### src/rtl/amseq_pkg.sv
package amseq_pkg;

    typedef enum logic [2:0] {
        ST_POR_WAIT  = 3'd0,
        ST_CALIBRATE = 3'd1,
        ST_ACTIVE    = 3'd2,
        ST_MUTE_PEND = 3'd3,
        ST_MUTED     = 3'd4,
        ST_SOFT_RAMP = 3'd5
    } amseq_state_e;

    // Output buffers are driven only in the states where audio may flow.
    function automatic logic drives_output(amseq_state_e st);
        return (st == ST_ACTIVE) || (st == ST_MUTE_PEND) || (st == ST_SOFT_RAMP);
    endfunction

endpackage

### src/rtl/amseq_timer.sv
// Saturating up-counter: expired once LIMIT cycles of run have elapsed since clr.
module amseq_timer #(
    parameter int unsigned LIMIT = 16
) (
    input  logic clk,
    input  logic rst_n,
    input  logic clr,
    input  logic run,
    output logic expired
);
    localparam int unsigned CW = $clog2(LIMIT + 1);

    logic [CW-1:0] cnt_d, cnt_q;
    logic          at_limit;

    assign at_limit = (cnt_q == CW'(LIMIT));

    always_comb begin
        cnt_d = cnt_q;
        if (clr) begin
            cnt_d = '0;
        end else if (run && !at_limit) begin
            cnt_d = cnt_q + CW'(1);
        end
    end

    always_ff @(posedge clk or negedge rst_n) begin
        if (!rst_n) begin
            cnt_q <= '0;
        end else begin
            cnt_q <= cnt_d;
        end
    end

    assign expired = at_limit;
endmodule

### src/rtl/amseq_steptick.sv
// Periodic tick while run is high; the phase restarts whenever run drops.
module amseq_steptick #(
    parameter int unsigned PERIOD = 4
) (
    input  logic clk,
    input  logic rst_n,
    input  logic run,
    output logic tick
);
    localparam int unsigned CW = (PERIOD < 2) ? 1 : $clog2(PERIOD);

    logic [CW-1:0] ph_d, ph_q;
    logic          wrap;

    assign wrap = (ph_q == CW'(PERIOD - 1));

    always_comb begin
        ph_d = ph_q;
        if (!run || wrap) begin
            ph_d = '0;
        end else begin
            ph_d = ph_q + CW'(1);
        end
    end

    always_ff @(posedge clk or negedge rst_n) begin
        if (!rst_n) begin
            ph_q <= '0;
        end else begin
            ph_q <= ph_d;
        end
    end

    assign tick = run && wrap;
endmodule

### src/rtl/audio_mute_seq.sv
module audio_mute_seq #(
    parameter int unsigned CLK_HZ   = 100_000_000,
    parameter int unsigned VOL_W    = 8,
    parameter int unsigned STEP_CYC = 256
) (
    input  logic             clk,
    input  logic             rst_n,
    input  logic             mute_n,
    input  logic             zc_left,
    input  logic             zc_right,
    input  logic             uv_flag,
    input  logic             load_strobe,
    input  logic [VOL_W-1:0] load_code,
    input  logic             soft_mute_req,
    input  logic             cal_done,
    output logic [VOL_W-1:0] vol_code,
    output logic             out_connect,
    output logic             cal_start,
    output logic             wr_ignored,
    output logic [2:0]       state_o
);
    import amseq_pkg::*;

    // Window lengths in clock cycles: 18 ms disconnect timeout, 100 us write lockout.
    localparam int unsigned TMO_CYC = (CLK_HZ / 1000) * 18;
    localparam int unsigned POR_RAW = CLK_HZ / 10000;
    localparam int unsigned POR_CYC = (POR_RAW < 1) ? 1 : POR_RAW;

    typedef struct packed {
        amseq_state_e     state;
        logic [VOL_W-1:0] vol;
        logic             cal_start;
        logic             cal_seen;
        logic             uv_lat;
    } ctl_t;

    ctl_t r_d, r_q;

    logic por_expired;
    logic tmo_expired;
    logic step_tick;
    logic both_zc;
    logic hw_mute;

    assign both_zc = zc_left && zc_right;
    assign hw_mute = !mute_n || uv_flag;

    amseq_timer #(.LIMIT(POR_CYC)) u_por_timer (
        .clk     (clk),
        .rst_n   (rst_n),
        .clr     ((r_q.state != ST_POR_WAIT) || uv_flag),
        .run     (r_q.state == ST_POR_WAIT),
        .expired (por_expired)
    );

    amseq_timer #(.LIMIT(TMO_CYC)) u_mute_timer (
        .clk     (clk),
        .rst_n   (rst_n),
        .clr     (r_q.state != ST_MUTE_PEND),
        .run     (r_q.state == ST_MUTE_PEND),
        .expired (tmo_expired)
    );

    amseq_steptick #(.PERIOD(STEP_CYC)) u_ramp_tick (
        .clk   (clk),
        .rst_n (rst_n),
        .run   (r_q.state == ST_SOFT_RAMP),
        .tick  (step_tick)
    );

    always_comb begin
        r_d           = r_q;
        r_d.cal_start = 1'b0;
        r_d.uv_lat    = r_q.uv_lat || uv_flag;
        if (cal_done) begin
            r_d.cal_seen = 1'b1;
        end

        unique case (r_q.state)
            ST_POR_WAIT: begin
                r_d.vol = '0;
                if (!uv_flag && por_expired) begin
                    r_d.state     = ST_CALIBRATE;
                    r_d.cal_start = 1'b1;
                end
            end
            ST_CALIBRATE: begin
                if (load_strobe) begin
                    r_d.vol = load_code;
                end
                if (uv_flag) begin
                    r_d.state = ST_POR_WAIT;
                    r_d.vol   = '0;
                end else if (r_q.cal_seen && mute_n) begin
                    r_d.state = ST_ACTIVE;
                end
            end
            ST_ACTIVE: begin
                if (load_strobe) begin
                    r_d.vol = load_code;
                end
                if (hw_mute) begin
                    r_d.state = ST_MUTE_PEND;
                end else if (!load_strobe && soft_mute_req && (r_q.vol != '0)) begin
                    r_d.state = ST_SOFT_RAMP;
                end
            end
            ST_SOFT_RAMP: begin
                if (load_strobe) begin
                    r_d.vol = load_code;
                end
                if (hw_mute) begin
                    r_d.state = ST_MUTE_PEND;
                end else if (load_strobe) begin
                    r_d.state = ST_ACTIVE;
                end else if (step_tick) begin
                    r_d.vol = r_q.vol - VOL_W'(1);
                    if (r_q.vol == VOL_W'(1)) begin
                        r_d.state = ST_ACTIVE;
                    end
                end
            end
            ST_MUTE_PEND: begin
                if (load_strobe) begin
                    r_d.vol = load_code;
                end
                if (both_zc || tmo_expired) begin
                    r_d.state     = ST_MUTED;
                    r_d.cal_start = 1'b1;
                end
            end
            ST_MUTED: begin
                if (load_strobe) begin
                    r_d.vol = load_code;
                end
                if (r_q.uv_lat && !uv_flag) begin
                    r_d.state = ST_POR_WAIT;
                    r_d.vol   = '0;
                end else if (!r_q.uv_lat && !uv_flag && mute_n && r_q.cal_seen) begin
                    r_d.state = ST_ACTIVE;
                end
            end
            default: begin
                r_d.state = ST_POR_WAIT;
                r_d.vol   = '0;
            end
        endcase

        if (r_d.cal_start) begin
            r_d.cal_seen = 1'b0;
        end
        if (r_d.state == ST_POR_WAIT) begin
            r_d.uv_lat = 1'b0;
        end
    end

    always_ff @(posedge clk or negedge rst_n) begin
        if (!rst_n) begin
            r_q.state     <= ST_POR_WAIT;
            r_q.vol       <= '0;
            r_q.cal_start <= 1'b0;
            r_q.cal_seen  <= 1'b0;
            r_q.uv_lat    <= 1'b0;
        end else begin
            r_q <= r_d;
        end
    end

    assign vol_code    = r_q.vol;
    assign out_connect = drives_output(r_q.state);
    assign cal_start   = r_q.cal_start;
    assign wr_ignored  = (r_q.state == ST_POR_WAIT);
    assign state_o     = r_q.state;
endmodule

### config.mk
export PLATFORM = sky130hd
export DESIGN_NAME = audio_mute_seq
export DESIGN_NICKNAME = d
export VERILOG_FILES = /design/src/rtl/amseq_pkg.sv /design/src/rtl/amseq_timer.sv /design/src/rtl/amseq_steptick.sv /design/src/rtl/audio_mute_seq.sv
export SDC_FILE = /design/constraint.sdc
export NUM_CORES = 1
export LEC_CHECK = 0
export BUFFER_PORTS_ARGS = -buffer_cell sky130_fd_sc_hd__buf_2
export CORE_MARGIN = 2
export CORE_UTILIZATION = 50
export CTS_CLUSTER_SIZE = 28
export DETAILED_ROUTE_END_ITERATION = 8
export PLACE_DENSITY = 0.69
export SYNTH_ARGS = -nofsm -noshare
export SYNTH_HDL_FRONTEND = slang
export SYNTH_SLANG_ARGS = --single-unit
export TNS_END_PERCENT = 20
### constraint.sdc
create_clock -name clk -period 2.5 [get_ports clk]
set_input_delay 0.125 -clock clk [delete_from_list [all_inputs] [get_ports clk]]
set_output_delay 0.125 -clock clk [all_outputs]
set_load 0.03 [all_outputs]
==> results.md, run 1 <==
Final layout:
- The multi-input logic area is 0.00161 mm^2.
- The synthesis-to-finish area growth is 13.3%.
- The number of filler cells placed in the layout is 574.
- The area of all sequential standard cells is 0.00143 mm^2.
- The fraction of layout instances using a drive strength above 1 is 15.5%.
- The number of antenna diodes in the final layout is 0.
- The net count of the finished layout is 413.
- The final cell count without fillers is 470.

STA:
- Setup repair after global routing left no endpoint under its margin.
- The worst-case clock skew is 0.0121 ns.
- The final number of setup-violating endpoints is 0.
- For the finished layout, the period the worst path requires is 2.11 ns.
- The maximum operating frequency is 475 MHz.
- The ratio of final minimum period to clock period is 84.3%.
- The transition time of the tightest slew-check pin is 0.815 ns.
- The total count of hold-check failures in the final report is 0.
- The total negative slack is 0 ns.
- The tightest slew margin relative to the limit is 45.7%.
- The max-slew violation count came to 0.

Worst setup path:
- For the worst setup path, the data required time is 2.69 ns.
- The startpoint of the worst-slack reg-to-reg timing path is vol_code[1].
- The worst reg2reg path depth is 7.
- The setup slack on the worst flop-to-flop path is 0.39 ns.
- Data arrives at the worst endpoint at 2.30 ns.
- Of all nets on the critical path, the largest fanout is 5.
- The worst setup path is of the reg2reg kind.
- The worst register-to-register path ends at r_q[0].
- The critical path launch point type is a flip-flop.
- STA classifies the critical path endpoint as a flip-flop.

Pwr:
- The maximum resistive drop on vdd is 0.464 mV.
- For this design the ratio of total power to cell area is 837 mW/mm^2.
- The static leakage is 0.00157 uW.

Synth:
- The gate count after technology mapping is 358.
- The average cell area after synthesis is 9.06 um^2.
- In this run, distinct cell masters in the synthesized netlist total 51.
- Of all cell types, the one taking the most synthesized area is sky130_fd_sc_hd__dfrtp_1.
- The proportion of synthesized chip area in sequential cells is 44.0%.
- In this run, synthesis produced a sequential element count of 57.
- The count of flip-flops with a built-in enable after synthesis is 0.
- After synthesis, the largest area contributor takes up 44.0% of total cell area.
- The net count after synthesis is 383.
- By area the synthesized netlist is led by sky130_fd_sc_hd__dfrtp_1 44%, sky130_fd_sc_hd__nor2_1 6.6%, sky130_fd_sc_hd__xor2_1 6.5%.
- The number of warning messages in the yosys log is 0.
- The fraction of registers with async set/reset is 100%.
- The synthesized netlist occupies a cell area of 0.00324 mm^2.
- The top flip-flop cell by instance count after synthesis is sky130_fd_sc_hd__dfrtp_1.

Drt:
- The final route contains 2,581 vias.
- The DRC violation count after routing is 0.
- The number of design-rule violations left by the first detailed-router iteration is 132.
- After detailed routing, the average wire length per cell comes to 13.9 um.
- The number of search-and-repair iterations in the first detailed-routing pass is 4.
- The count of nets left with antenna violations once routing finished came out at 0.
- In the routed layout, each cell is associated on average with a via count of 5.49.
- For this block, the routed nets add up to 6550 um of wire.

Hold path:
- Counting instances, the worst hold path has a depth of 3.
- The endpoint of the worst hold path is vol_code[6].
- In this run the most critical hold path is launched from load_code[6].
- The path class of the lowest-slack min-delay path is in2reg.

Clock network:
- The H-tree was split into 3 levels.
- TritonCTS built the clock tree.
- Counting the buffers created by CTS gives 9.
- The clock sink count is 57.
- The root buffer cell is sky130_fd_sc_hd__clkbuf_8.
- After clock tree synthesis, the clock-pin slew on the worst setup and hold paths is 0.07 ns.
- The number of cells upsized or downsized after cts is 0.
- The insertion delay to the later sink of the worst-skew pair is 0.34 ns.
- The maximum root-to-sink buffer count is 2.

Global route:
- The via count of the first global-routing pass is 2,530.
- The final global-route overflow total is 0.
- The first global-routing pass estimated 11,400 um of wire.
- Entering global routing, the biggest net connects 37 pins.
- The all-layer global routing usage is 19.9%.
- The number of antenna violations at the first check in global routing is 0.

Die:
- The die is 84.5 um tall.
- The initialized floorplan defines 29 standard-cell rows.
- For this configuration, the core starts out at a cell density of 51.3%.
- The number of I/O pins is 31.
- After floorplanning, the core was sized to cover 0.00631 mm^2.
- The die outline width is 84.5 um.
- The die area is 0.00714 mm^2.

Placement:
- Detailed placement finished with a half-perimeter wire length of 4650 um.
- The number of placed cells counting well taps is 453.
- The number of buffers inserted by port buffering is 30.
- At the end of routability-driven placement, the weighted congestion stood at 0.874.

Run:
- Across the run, the number of max-cap violations was 0.

Status:
- The flow ran to the end, and the final reports show no timing, DRC or antenna violations.
-- registers in the layout, indices dropped and copies added (netlist names) --
register	count
cal_start	1
r_q	2
state_o	3
u_mute_timer.cnt_q	21
u_por_timer.cnt_q	14
u_ramp_tick.ph_q	8
vol_code	8
-- layer usage --
| layer | wire length, um | vias to the layer above | GRT usage, % |
|---|---|---|---|
| li1 | - | 1299 | - |
| met1 | 3140 | 1216 | 26.9 |
| met2 | 3000 | 56 | 30.7 |
| met3 | 298 | 10 | 5.60 |
| met4 | 111 | 0 | 7.36 |
| met5 | 0 | - | 0 |
-- cell usage after synthesis (10+ instances only) --
cell type                 instances
sky130_fd_sc_hd__o21ai_1         10
sky130_fd_sc_hd__nand2_1         21
sky130_fd_sc_hd__buf_4           11
sky130_fd_sc_hd__a21oi_1         11
sky130_fd_sc_hd__xnor2_1         13
sky130_fd_sc_hd__xor2_1          24
sky130_fd_sc_hd__inv_1           20
sky130_fd_sc_hd__nand3_1         19
sky130_fd_sc_hd__nor2_1          57
sky130_fd_sc_hd__nand4_1         13
sky130_fd_sc_hd__nor3_1          12
sky130_fd_sc_hd__dfrtp_1         57
-- worst max path at each step --
stage / start / end / slack [ns] / cells after the start
after floorplan: state_o[0] / u_por_timer.cnt_q[4] / 0.21 / 6
after global placement: vol_code[1] / r_q[0] / 0.47 / 7
after detailed placement: vol_code[1] / r_q[0] / 0.41 / 7
after CTS: vol_code[1] / r_q[0] / 0.40 / 7
after global routing: vol_code[1] / r_q[0] / 0.20 / 7
final: vol_code[1] / r_q[0] / 0.39 / 7
-- worst max-delay path, cell delays in order, from the launching register on --
cell	delay (ns)
sky130_fd_sc_hd__dfrtp_1	0.42
sky130_fd_sc_hd__inv_1	0.12
sky130_fd_sc_hd__ha_1	0.14
sky130_fd_sc_hd__or4b_1	0.46
sky130_fd_sc_hd__nor4_2	0.23
sky130_fd_sc_hd__nor3_1	0.10
sky130_fd_sc_hd__a2111oi_2	0.33
sky130_fd_sc_hd__a41oi_1	0.16
-- cells by family after synthesis --
family / share of synthesized area (%)
DFF: 44.0
xor gates and xnor gates: 10.0
and+or+nand+nor: 25.8
adders and majority gates: 3.09
AOI/OAI and AO/OA: 9.96
muxes: 0.926
buffers and inverters: 6.21
-- through the flow --
| step | utilization [%] | power (uW) | hold slack, ns | area (um^2) | worst slack (ns) |
|---|---|---|---|---|---|
| 3_3_place_gp | 54.1 | 2010 | 0.260 | 3420 | 0.468 |
| 4_1_cts | 58.2 | 3100 | 0.0315 | 3670 | 0.397 |
| 2_1_floorplan | - | 1840 | -0.171 | 3240 | 0.207 |
| 3_5_place_dp | 54.1 | 2020 | 0.268 | 3420 | 0.410 |
| 5_1_grt | 58.2 | 3260 | 0.0525 | 3670 | 0.204 |
| 6_report | 58.2 | 3070 | 0.0436 | 3670 | 0.394 |
-- repair_timing --
item	CTS	global route
hold endpoints to repair	34	0
hold buffers	1	0
buffers inserted	0	0
-- cell type report --
type / count / share of cell area [%]
clock inverter: 5 / 2.79
inverter: 21 / 2.15
multi-input combinational: 261 / 44.0
tap: 77 / 2.62
sequential: 57 / 38.8
timing repair buffer: 38 / 5.79
clock buffer: 11 / 3.85
-- cells in the final DEF (no fill, tap or decap), drive strengths merged, types with 12 or more instances in the layout --
cell type,Yosys,routed
o21ai,19,19
inv,21,21
nand3,19,19
nor3,12,12
xnor2,13,13
nor2,57,57
xor2,24,24
buf,14,37
nand4,13,13
nand2,21,21
dfrtp,57,57
-- where the power goes --
group	switching [uW]	leakage, uW	internal, uW	total, uW
Clock	376	0.000120	688	1060
Combinational	550	0.000673	307	857
Sequential	145	0.000780	1010	1150
Total	1070	0.00157	2000	3070
Note: power is estimated with default switching activity, not from simulation.
==> run 2, diff against run 1 <==
Settings changed: PLACE_DENSITY 0.69 to 0.72.
Clock period 2.5 ns to 1.8 ns, I/O delays scaled along.
==> results.md, run 2 (synthesis results as in run 1) <==
STA:
- The post-layout minimum cycle time is 2.07 ns.
- Setup repair after global routing could not meet its margin everywhere.
- The tightest slew margin relative to the limit is 69.4%.
- The ratio of final minimum period to clock period is 115%.
- The total count of hold-check failures in the final report is 0.
- Between clock sinks in the finished design, the worst skew comes to 0.0154 ns.
- The total negative slack is -1.34 ns.
- The final setup slack of the worst path is -0.269 ns.
- Derived from the worst setup path, the maximum achievable clock frequency is 483 MHz.
- For the pin with the worst max-slew slack, the measured transition is 0.456 ns.
- The max-slew violation count is 0.
- The final number of setup-violating endpoints is 12.

Worst setup path:
- Data on the critical path is required at its endpoint by 2.00 ns.
- The worst setup path is of the reg2reg kind.
- The setup slack on the worst flop-to-flop path is -0.27 ns.
- The highest cell delay on the worst timing path is 0.48 ns.
- The critical path contains buffers and inverters numbering 2 combined.
- The worst reg2reg path depth is 8.
- In this run the worst setup path terminates at r_q[0].
- The signal on the critical path passes through inv_2 > ha_4 > or4b_4 > nor4_4 > buf_4 > nor3_4 > nor4_4 > a41oi_1.
- At the worst endpoint, the arrival time is 2.27 ns.
- The startpoint of the worst-slack reg-to-reg timing path is vol_code[1].
- The category of cells accounting for the largest share of critical-path delay is simple AND/OR/NAND/NOR gates.
- The type of destination of the critical path is a flip-flop.
- The critical path launch point type is a flip-flop.
- The largest driver fanout on the critical path is 2.
- The most prevalent standard cell on the critical path is sky130_fd_sc_hd__nor4_4.
- In this run the critical register-to-register path is captured at r_q[0].
- The number of stages on the worst setup path is 8.
- The library cell contributing the largest single delay on the critical path is sky130_fd_sc_hd__or4b_4.
- The critical path startpoint is vol_code[1].

Drt:
- Wires add up to 7740 um.
- The first TritonRoute pass finished after 4 iterations.
- The DRC violation count after routing is 0.
- The number of nets still failing antenna checks after routing is 0.
- The number of design-rule violations left by the first detailed-router iteration is 179.
- In the final routed layout, each cell accounts on average for 14.8 um.
- The number of vias per cell is 5.41.
- The total number of vias is 2,829.

Die:
- The die outline width is 84.5 um.
- The initialized floorplan defines 29 standard-cell rows.
- The core region is 0.00631 mm^2.
- The initial utilization of the core area, before any placement, comes to 51.3%.
- 31 I/O pins were placed.
- The vertical extent of the die is 84.5 um.
- The die area is 0.00714 mm^2.

Final layout:
- The most common cell after layout, fill and taps aside is sky130_fd_sc_hd__buf_4.
- Summing all multi-input logic gate instances after layout gives 0.00175 mm^2.
- The largest registers in the layout are u_mute_timer.cnt_q x21, u_por_timer.cnt_q x14.
- The final cell count without fillers is 523.
- The register with the most flip-flops is u_mute_timer.cnt_q.
- The area growth from synthesis to layout is 30.1%.
- The number of antenna diodes is 0.
- After the last flow step, the layout net total stands at 466.
- The number of filler cells placed in the layout is 483.
- The finished cells cover 0.00422 mm^2.
- In the final layout, the share of cells above drive strength 1 is 30.5%.
- In the final layout, flip-flops and latches occupy 0.00143 mm^2.
- The top cell types in the final layout, fill and taps aside, are 58 x sky130_fd_sc_hd__buf_4, 57 x sky130_fd_sc_hd__dfrtp_1, 55 x sky130_fd_sc_hd__nor2_1, 30 x sky130_fd_sc_hd__buf_2, 24 x sky130_fd_sc_hd__xor2_1.
- The register with the most flip-flops in the layout has 21 of them.

Clock network:
- The insertion delay to the later sink of the worst-skew pair is 0.35 ns.
- The H-tree level count is 3.
- The clock sink count is 57.
- TritonCTS created 9 clock buffers.
- After clock tree synthesis, the clock-pin slew on the worst setup and hold paths is 0.07 ns.
- The maximum root-to-sink buffer count is 2.
- The tree is rooted in a sky130_fd_sc_hd__clkbuf_8.
- TritonCTS built the clock tree.

Pwr:
- The design draws 4650 uW.
- The total power per unit cell area is 1100 mW/mm^2.
- The analysis attributes to cell leakage a power of 0.00187 uW.
- VDD sags by at most 0.787 mV.

Placement:
- The post-placement worst setup slack is -0.252 ns.
- The placed wire-length estimate is 5260 um.
- Routability-driven placement finished with a final weighted congestion of 0.861.
- After detailed placement, the design holds a cell count of 502.
- The placed instances occupy a cell area of 0.00381 mm^2.
- Input and output buffers added on the ports amount to 30.

Status:
- The final reports fail on setup timing.
- The run finished, with violations left.

Global route:
- The global-route wire length before repair is 13,000 um.
- The largest net degree at the start of global routing is 58.
- The number of antenna violations at the first check in global routing is 0.
- Global routing finished with a remaining overflow of 0.
- The all-layer global routing usage is 22.7%.
- The via count of the first global-routing pass is 2,822.

Run:
- Across the run, the number of max-cap violations was 0.

Hold path:
- The path class of the lowest-slack min-delay path is in2reg.
[run 2: cell types whose count changed in the layout (fill, tap and decap cells not counted), sizes merged]
cell,change
bufinv,-1
clkinvlp,-1
buf,+53
clkinv,+1
clkbuf,+1
[run 2: power breakdown]
group | internal, uW | leakage (uW) | total, uW | switching [uW]
logic | 691 | 0.000964 | 1690 | 1000
clock network | 892 | 0.000123 | 1440 | 547
registers | 1400 | 0.000780 | 1520 | 115
total | 2990 | 0.00187 | 4650 | 1660
[run 2: final cells by class]
cell class	instances	share of cell area [%]
repair buffers	91	14.9
well taps	77	2.28
clock buffers	12	3.92
inverters	21	1.87
clock inverters	4	1.75
multi-input cells	261	41.5
flip-flops and latches	57	33.8
[run 2: metal layers]
metal	GRT usage, %	vias up	routed length, um
li1	-	1400	-
met1	31.0	1347	3500
met2	35.5	67	3730
met3	3.83	15	326
met4	10.8	0	189
met5	0	-	0
[run 2: what timing repair did]
item | CTS | global route
endpoints found under the setup margin | 13 | 21
pin swaps | 3 | 9
hold endpoints to repair | 57 | 0
buffers inserted | 0 | 4
hold buffers | 1 | 0
resized for setup | 6 | 20
cloned | 0 | 0
[run 2: worst register-to-register path: stages (launching register included)]
cell                      delay (ns)
sky130_fd_sc_hd__dfrtp_1        0.39
sky130_fd_sc_hd__inv_2          0.08
sky130_fd_sc_hd__ha_4           0.12
sky130_fd_sc_hd__or4b_4         0.48
sky130_fd_sc_hd__nor4_4         0.26
sky130_fd_sc_hd__buf_4          0.18
sky130_fd_sc_hd__nor3_4         0.04
sky130_fd_sc_hd__nor4_4         0.18
sky130_fd_sc_hd__a41oi_1        0.19
[run 2: worst min path at each step]
| stage | start | end | slack, ns | cells past startpoint |
|---|---|---|---|---|
| 6_report | cal_done | r_q[1] | 0.01 | 2 |
| 5_1_grt | cal_done | r_q[1] | 0.007 | 2 |
| 4_1_cts | cal_done | r_q[1] | 0.008 | 2 |
| 3_5_place_dp | rst_n | vol_code[4] | 0.11 | 2 |
| 3_3_place_gp | rst_n | vol_code[4] | 0.12 | 2 |
| 2_1_floorplan | rst_n | cal_start | -0.21 | 0 |
[run 2: through the flow]
stage	utilization, %	hold WS [ns]
final	66.8	0.0138
after CTS	64.9	0.00847
after floorplan	-	-0.206
after global routing	66.8	0.00675
after global placement	60.3	0.115
after detailed placement	60.3	0.114
